$ cat src/rtl/rx16_pkg.sv
package rx16_pkg;
  typedef enum logic [1:0] {
    PAR_OFF   = 2'd0,
    PAR_EVEN  = 2'd1,
    PAR_ODD   = 2'd2,
    PAR_OFF_B = 2'd3
  } par_sel_e;

  typedef enum logic [2:0] {
    ST_IDLE,
    ST_START,
    ST_DATA,
    ST_PAR,
    ST_STOP
  } rx_state_e;
endpackage

$ cat src/rtl/rx16_sync.sv
module rx16_sync #(
  parameter int STAGES = 2
) (
  input  logic clk,
  input  logic rst,
  input  logic d_in,
  output logic q_out
);
  logic [STAGES-1:0] chain;

  generate
    for (genvar g = 0; g < STAGES; g++) begin : g_stage
      if (g == 0) begin : g_first
        always_ff @(posedge clk) begin
          if (rst) chain[0] <= 1'b1;
          else     chain[0] <= d_in;
        end
      end else begin : g_next
        always_ff @(posedge clk) begin
          if (rst) chain[g] <= 1'b1;
          else     chain[g] <= chain[g-1];
        end
      end
    end
  endgenerate

  assign q_out = chain[STAGES-1];
endmodule

$ cat src/rtl/rx16_frame.sv
module rx16_frame
  import rx16_pkg::*;
#(
  parameter int DW = 8,
  parameter int OS = 16,
  localparam int CW = $clog2(OS),
  localparam int NW = $clog2(DW + 1)
) (
  input  logic          clk,
  input  logic          rst,
  input  logic          tick,
  input  logic          rx_s,
  input  logic [NW-1:0] nbits,
  input  logic          par_en,
  input  logic          par_odd,
  output logic          done,
  output logic [DW-1:0] word,
  output logic          perr,
  output logic          ferr
);
  localparam logic [CW-1:0] HALF_M1 = CW'(OS / 2 - 1);
  localparam logic [CW-1:0] FULL_M1 = CW'(OS - 1);

  rx_state_e     st;
  logic [CW-1:0] cnt;
  logic [NW-1:0] bitn;
  logic [DW-1:0] sh;
  logic          acc;

  always_ff @(posedge clk) begin
    if (rst) begin
      st   <= ST_IDLE;
      cnt  <= '0;
      bitn <= '0;
      sh   <= '0;
      acc  <= 1'b0;
      done <= 1'b0;
      word <= '0;
      perr <= 1'b0;
      ferr <= 1'b0;
    end else begin
      done <= 1'b0;
      if (tick) begin
        case (st)
          ST_IDLE: begin
            if (!rx_s) begin
              cnt <= '0;
              st  <= ST_START;
            end
          end
          ST_START: begin
            if (cnt == HALF_M1) begin
              cnt  <= '0;
              bitn <= '0;
              sh   <= '0;
              acc  <= 1'b0;
              st   <= rx_s ? ST_IDLE : ST_DATA;
            end else begin
              cnt <= cnt + 1'b1;
            end
          end
          ST_DATA: begin
            if (cnt == FULL_M1) begin
              cnt  <= '0;
              sh   <= {rx_s, sh[DW-1:1]};
              acc  <= acc ^ rx_s;
              bitn <= bitn + 1'b1;
              if (bitn == nbits - NW'(1)) st <= par_en ? ST_PAR : ST_STOP;
            end else begin
              cnt <= cnt + 1'b1;
            end
          end
          ST_PAR: begin
            if (cnt == FULL_M1) begin
              cnt <= '0;
              acc <= acc ^ rx_s;
              st  <= ST_STOP;
            end else begin
              cnt <= cnt + 1'b1;
            end
          end
          ST_STOP: begin
            if (cnt == FULL_M1) begin
              cnt  <= '0;
              done <= 1'b1;
              word <= sh >> (NW'(DW) - nbits);
              perr <= par_en & (acc ^ par_odd);
              ferr <= ~rx_s;
              st   <= ST_IDLE;
            end else begin
              cnt <= cnt + 1'b1;
            end
          end
          default: st <= ST_IDLE;
        endcase
      end
    end
  end
endmodule

$ cat src/rtl/rx16_hold.sv
module rx16_hold #(
  parameter int DW = 8
) (
  input  logic          clk,
  input  logic          rst,
  input  logic          load,
  input  logic [DW-1:0] word,
  input  logic          perr,
  input  logic          ferr,
  input  logic          rd,
  output logic [DW-1:0] data,
  output logic          ready,
  output logic          pe,
  output logic          fe,
  output logic          ov
);
  always_ff @(posedge clk) begin
    if (rst) begin
      data  <= '0;
      ready <= 1'b0;
      pe    <= 1'b0;
      fe    <= 1'b0;
      ov    <= 1'b0;
    end else if (load) begin
      data  <= word;
      pe    <= perr;
      fe    <= ferr;
      ov    <= ready & ~rd;
      ready <= 1'b1;
    end else if (rd) begin
      ready <= 1'b0;
      ov    <= 1'b0;
    end
  end
endmodule

$ cat src/rtl/serial_rx16.sv
module serial_rx16
  import rx16_pkg::*;
#(
  parameter int DW      = 8,
  parameter int MINW    = 5,
  parameter int OS      = 16,
  parameter int SYNC_ST = 2,
  localparam int WSW    = $clog2(DW - MINW + 1),
  localparam int NW     = $clog2(DW + 1)
) (
  input  logic           clk,
  input  logic           rst,
  input  logic           baud_tick,
  input  logic           rx_line,
  input  logic [WSW-1:0] wlen_sel,
  input  logic [1:0]     par_sel,
  input  logic           rd_strobe,
  output logic [DW-1:0]  rx_data,
  output logic           data_ready,
  output logic           parity_err,
  output logic           frame_err,
  output logic           overrun
);
  logic          rx_s;
  logic [NW-1:0] nbits;
  logic          par_en, par_odd;
  logic          frame_done;
  logic [DW-1:0] frame_word;
  logic          frame_perr, frame_ferr;
  par_sel_e      pmode;

  assign pmode   = par_sel_e'(par_sel);
  assign nbits   = NW'(MINW) + NW'(wlen_sel);
  assign par_en  = (pmode == PAR_EVEN) || (pmode == PAR_ODD);
  assign par_odd = (pmode == PAR_ODD);

  rx16_sync #(.STAGES(SYNC_ST)) i_sync (
    .clk(clk), .rst(rst), .d_in(rx_line), .q_out(rx_s)
  );

  rx16_frame #(.DW(DW), .OS(OS)) i_frame (
    .clk(clk), .rst(rst), .tick(baud_tick), .rx_s(rx_s),
    .nbits(nbits), .par_en(par_en), .par_odd(par_odd),
    .done(frame_done), .word(frame_word),
    .perr(frame_perr), .ferr(frame_ferr)
  );

  rx16_hold #(.DW(DW)) i_hold (
    .clk(clk), .rst(rst), .load(frame_done), .word(frame_word),
    .perr(frame_perr), .ferr(frame_ferr), .rd(rd_strobe),
    .data(rx_data), .ready(data_ready), .pe(parity_err),
    .fe(frame_err), .ov(overrun)
  );
endmodule

$ cat config.mk
export PLATFORM = sky130hd
export DESIGN_NAME = serial_rx16
export DESIGN_NICKNAME = d
export VERILOG_FILES = /design/src/rtl/rx16_pkg.sv /design/src/rtl/rx16_sync.sv /design/src/rtl/rx16_frame.sv /design/src/rtl/rx16_hold.sv /design/src/rtl/serial_rx16.sv
export SDC_FILE = /design/constraint.sdc
export NUM_CORES = 1
export LEC_CHECK = 0
export ABC_AREA = 0
export BUFFER_PORTS_ARGS = -buffer_cell sky130_fd_sc_hd__buf_2
export CAP_MARGIN = 15
export CORE_ASPECT_RATIO = 1.1
export CORE_UTILIZATION = 54
export CTS_CLUSTER_DIAMETER = 60
export DETAILED_ROUTE_END_ITERATION = 7
export PLACE_DENSITY_LB_ADDON = 0.08
export SETUP_SLACK_MARGIN = 0.3
export SYNTH_ARGS = -nofsm -noshare
export SYNTH_HDL_FRONTEND = slang
export SYNTH_HIERARCHICAL = 1
export SYNTH_SLANG_ARGS = --single-unit
$ cat constraint.sdc
create_clock -name clk -period 2.3 [get_ports clk]
set_input_delay 0.345 -clock clk [delete_from_list [all_inputs] [get_ports clk]]
set_output_delay 0.345 -clock clk [all_outputs]
set_load 0.1 [all_outputs]
# == Yosys cells after proc, flatten, opt, wreduce, memory -nomap -nowiden ==
# Index checks and enable logic that the tools add are counted.
# totals
ff_bits,45
input_bits,9
out_inout_bits,12
word_cells,86
# op_classes
addsub,5
n_eq_ne,16
n_shift,1
n_mux,26
bitwise_logic,8
reduce_logical,14
# op_table
operator,count
$mux 3,7
$mux 4,5
$mux 8,2
$pmux 8 s2,1
$pmux 3 s5,1
$ne 2x1->1 const B,6
$pmux 4 s3,1
$add 4x1->4 const B,2
$pmux 4 s2,1
$reduce_and 4->1,2
$shr 8x4->8,1
$reduce_and 7->1,1
$eq 3x2->1 const B,2
$mux 1,6
$reduce_and 3->1,2
$reduce_bool 2->1,3
$reduce_or 3->1,2
$add 3x2->4 const A,1
$eq 4x3->1 const B,1
$eq 4x4->1,1
$eq 4x4->1 const B,1
$not 1->1,4
$sub 4x1->4 const B,1
$sub 4x4->4 const A,1
other kinds (13),15

# == Longest topological paths before layout ==
# depth
depth_word,6
depth_mapped,10
depth_no_buf,8

# == By module ==
# The synthesis kept the hierarchy.
# by_module_without_submodules
module,instances,cells_each,area_each_um2,seq_area_each_um2
rx16_frame,1,194,1769.2,620.6
rx16_hold,1,39,424.2,240.2
rx16_sync,1,4,52.6,40.0
serial_rx16,1,7,52.6,0.0

# == Worst setup path before layout ==
# No wires, ideal clock.
# synth_timing
path_type,input to register
startpoint,input wlen_sel[0]
endpoint,register i_frame.word[1]
t_arrival_ps,2001
t_required_ps,2172
slack_ps,171
stages,10
n_path_buf,2
path_cell_list,inv_1 -> clkbuf_4 -> inv_1 -> ha_1 -> buf_2 -> mux2i_1 -> o22ai_1 -> mux2_2 -> a22oi_1 -> nor2_1
# synth_between
elab_chain_cells,3
# synth_lines
item,line_no,source
start: declaration,serial_rx16.sv:15,"input logic [WSW-1:0] wlen_sel,"
$add 3x2->4,serial_rx16.sv:33,assign nbits = NW'(MINW) + NW'(wlen_sel);
$sub 4x4->4,rx16_frame.sv:86,word <= sh >> (NW'(DW) - nbits);
$shr 8x4->8,rx16_frame.sv:86,
end signal: assignment,rx16_frame.sv:86,
end: declaration,rx16_frame.sv:17,"output logic [DW-1:0] word,"
# No other way between the ends.
# A chain may end at the register's enable or synchronous reset.

# == Worst setup path after layout ==
# layout_timing
startpoint,register i_frame.st[2]
endpoint,register i_frame.st[1]
# layout_between
elab_chain_cells,3
elab_cells_between_ends,13
classes_between,eq/ne (10); mux (1); reduce/logical (2)
# layout_lines
item,line_no,source
start: declaration,rx16_frame.sv:24,rx_state_e st;
start signal: assignment,rx16_frame.sv:57,st <= rx_s ? ST_IDLE : ST_DATA;
start signal: assignment,rx16_frame.sv:68,if (bitn == nbits - NW'(1)) st <= par_en ? ST_PAR : ST_STOP;
$eq 3x3->1 (tied with other cells),rx16_frame.sv:44,case (st)
$ne 2x1->1 (no line) or $ne 2x2->1 (tied branches),n/a,
$reduce_and 7->1 (no line),n/a,
# Several ways; a longest one is shown, not always the timed one.

==> results.json <==
{
  "status": "completed",
  "drv_slew": 0,
  "worstPathRequired_ns": 2.49,
  "ant_nets": 0,
  "critPathLaunchType": "flip-flop",
  "max_stage_delay_ns": 0.58,
  "maxSlewHeadroom_pct": 46.63,
  "cellPowerDensity_nw_per_um2": 602.0,
  "synth-async-reset-ratio_pct": 0,
  "multi_input_area_um2": 1321,
  "yosys_most_used_dff": "dfxtp_1",
  "nNetsFinal": 280,
  "dieArea_um2": 4522,
  "diodes": 0,
  "hold_buffers": 0,
  "syn-num-nets": 260,
  "min_period_ns": 1.892,
  "seq_area_um2": 900.9,
  "reg2reg_depth": 5,
  "leakage_nw": 1.008,
  "worstHoldPathCells": 2,
  "hpwlAfterDp_um": 2918,
  "die_x_um": 64.21,
  "netlist_instances": 244,
  "yosysWarningCount": 6,
  "syn_area_um2": 2298,
  "die_h_um": 70.43,
  "synthTopCellsByCount": "dfxtp_1, nor2_1, a22oi_1",
  "coreArea_um2": 4024,
  "yosysSeqAreaShare_pct": 39.19,
  "route.detailed.drc": 0,
  "final_layout_size_suffix_gt1_share_pct": 18.87,
  "wl_per_cell_um": 13.67,
  "cts_tree": "done",
  "reg2reg_from": "i_frame/st[2]$_SDFFE_PP0P_",
  "clk_path_buf_depth": 2,
  "drt-total-wl_um": 4334,
  "root_buffer": "clkbuf_8",
  "total_power_w": 0.001557,
  "synth_top_cell_by_area": "dfxtp_1",
  "synth.top_cell.area_share_pct": 39.19,
  "hold_path_end": "i_hold/ov$_SDFFE_PP0P_",
  "finalHoldViolCount": 0,
  "path_cells": "or3b_1 > a21o_1 > nand4_2 > o21bai_2 > mux2_4",
  "via_per_inst": 5.514,
  "dr.pass1.iters": 4,
  "clk_latency_ns": 0.30,
  "worstHoldStart": "rd_strobe",
  "overflow": 0,
  "grt_pass1_vias": 1674,
  "drt-initial-drc-count": 92,
  "critPathMaxFanout": 14,
  "finClkSkew_ns": 0.005016,
  "cpMaxStageDelayCell": "dfxtp_1",
  "synth_most_common_cell": "dfxtp_1",
  "synth_edf_count": 0,
  "gp_congestion": 0.8616,
  "portBuffers": 20,
  "avgSynthCellArea_um2": 9.420,
  "cts_made_buffers": 5,
  "cts-htree-levels": 2,
  "synth-seq-cells": 45,
  "areaGrowthSynthToFinish_pct": 12.52,
  "max-vdd-ir-drop_mv": 0.3848,
  "fmax_ghz": 0.5285,
  "rows": 24,
  "worst_pin_slew_ns": 0.8005,
  "clk_pin_slew_ns": 0.08,
  "path_class": "reg -> reg",
  "finalSetupViolCount": 0,
  "cts.sinks": 45,
  "r2r_end": "i_frame/st[1]$_SDFFE_PP0P_",
  "grt_pass1_wl_um": 7721,
  "drv_cap": 0,
  "fillers": 354,
  "r2r_slack_ns": 0.41,
  "vias": 1748,
  "start_util_pct": 57.12,
  "grt_max_degree": 47,
  "grt_use_total_pct": 21.99,
  "tns_ns": 0,
  "rsz0062_at_grt": "false",
  "synth.area.top_cells": "dfxtp_1, mux2i_1, a22oi_1",
  "antenna_found_initial": 0,
  "boundaryPins": 21,
  "hold_path.class": "in -> reg",
  "synthDistinctLibCells": 49,
  "period_share_pct": 82.27,
  "end_kind": "flip-flop",
  "worstPathArrival_ns": 2.08
}
## state kept, by name, indices dropped and copies added, names as in the netlist, 3 cells and up
| register | cells |
|---|---|
| i_hold/data | 8 |
| i_frame/cnt | 4 |
| i_frame/sh | 8 |
| i_frame/st | 3 |
| i_frame/bitn | 4 |
| i_frame/word | 8 |
## routing by layer
metal	wire [um]	vias up	global-route usage, %
met1	2220	812	28.75
met4	62	0	9.383
met2	1932	29	35.34
met5	0	-	0
li1	-	902	-
met3	119	5	3.922
## placed cells by master, fill, tap and decap left out, types with 3 or more instances in the layout
cell type / count
dfxtp_1: 45
nor2_1: 34
buf_2: 20
a22oi_1: 17
nand2_1: 16
mux2i_1: 14
inv_1: 8
xnor2_1: 8
a21oi_1: 8
nand3_1: 7
clkbuf_8: 6
buf_4: 6
ha_1: 5
xor2_1: 5
nor3_1: 5
nand2b_1: 4
and3_1: 3
mux4_1: 3
o21ai_0: 3
nor2b_1: 3
and2_1: 3
## cells by family (layout without fill, tap and decap cells)
family          count (synthesis)  in the layout  synth area share [%]
flops                          45             45                 39.19
xor+xnor                       13             13                 4.954
buf+inv                        22             43                 4.681
compound gates                 41             41                 12.57
simple gates                   94             94                 22.21
fa+ha+maj                       7              7                 3.810
mux                            22             22                 12.57
## stage by stage
stage	cell area, um2	hold WS (ns)	utilization, %	std cells	worst slack, ns
final	2586	0.2189	64.27	317	0.4079
after global routing	2586	0.2055	64.27	317	0.3027
after detailed placement	2425	0.3937	60.26	306	0.05388
after CTS	2545	0.2139	63.25	314	0.3733
after global placement	2425	0.4048	60.26	306	0.1362
after floorplan	2323	0.3832	-	244	0.3044
## where the power goes
group	internal, W	leakage (nW)	switching [W]
Combinational	0.0000663	0.587	0.0000825
Clock	0.000353	0.0574	0.000268
Sequential	0.000781	0.363	0.00000562
Total	0.00120	1.01	0.000356
## worst max-delay path, delay by kind of cell (launching register included)
kind	cells	cell delay [ns]
flip-flops	1	0.58
AND/OR/NAND/NOR	2	0.53
AO/OA/AOI/OAI	2	0.36
multiplexers	1	0.31
## how the worst max path moves through the flow
| stage | start | endpoint | slack (ns) | cells past startpoint |
|---|---|---|---|---|
| floorplan | wlen_sel[0] | i_frame/word[1]$_SDFFE_PP0P_ | 0.30 | 10 |
| global placement | wlen_sel[0] | i_frame/st[1]$_SDFFE_PP0P_ | 0.14 | 8 |
| detailed placement | wlen_sel[0] | i_frame/st[1]$_SDFFE_PP0P_ | 0.05 | 8 |
| CTS | wlen_sel[0] | i_frame/st[1]$_SDFFE_PP0P_ | 0.37 | 8 |
| global route | i_frame/cnt[0]$_SDFFE_PP0P_ | i_frame/sh[0]$_SDFFE_PP0P_ | 0.30 | 6 |
| finish | i_frame/st[2]$_SDFFE_PP0P_ | i_frame/st[1]$_SDFFE_PP0P_ | 0.41 | 5 |
## cell type report
class | count | share of cell area (%)
Inverter | 9 | 1.306
Tap cell | 52 | 2.516
Clock buffer | 6 | 3.193
Sequential cell | 45 | 34.83
Clock inverter | 2 | 1.451
Timing Repair Buffer | 26 | 5.612
Multi-Input combinational cell | 177 | 51.09
## what timing repair did
action | in CTS | in global routing
setup endpoints to repair | 0 | 11
gates resized for setup | 0 | 3
setup buffers | 0 | 3
No activity file was read; power rests on OpenSTA's default activity.
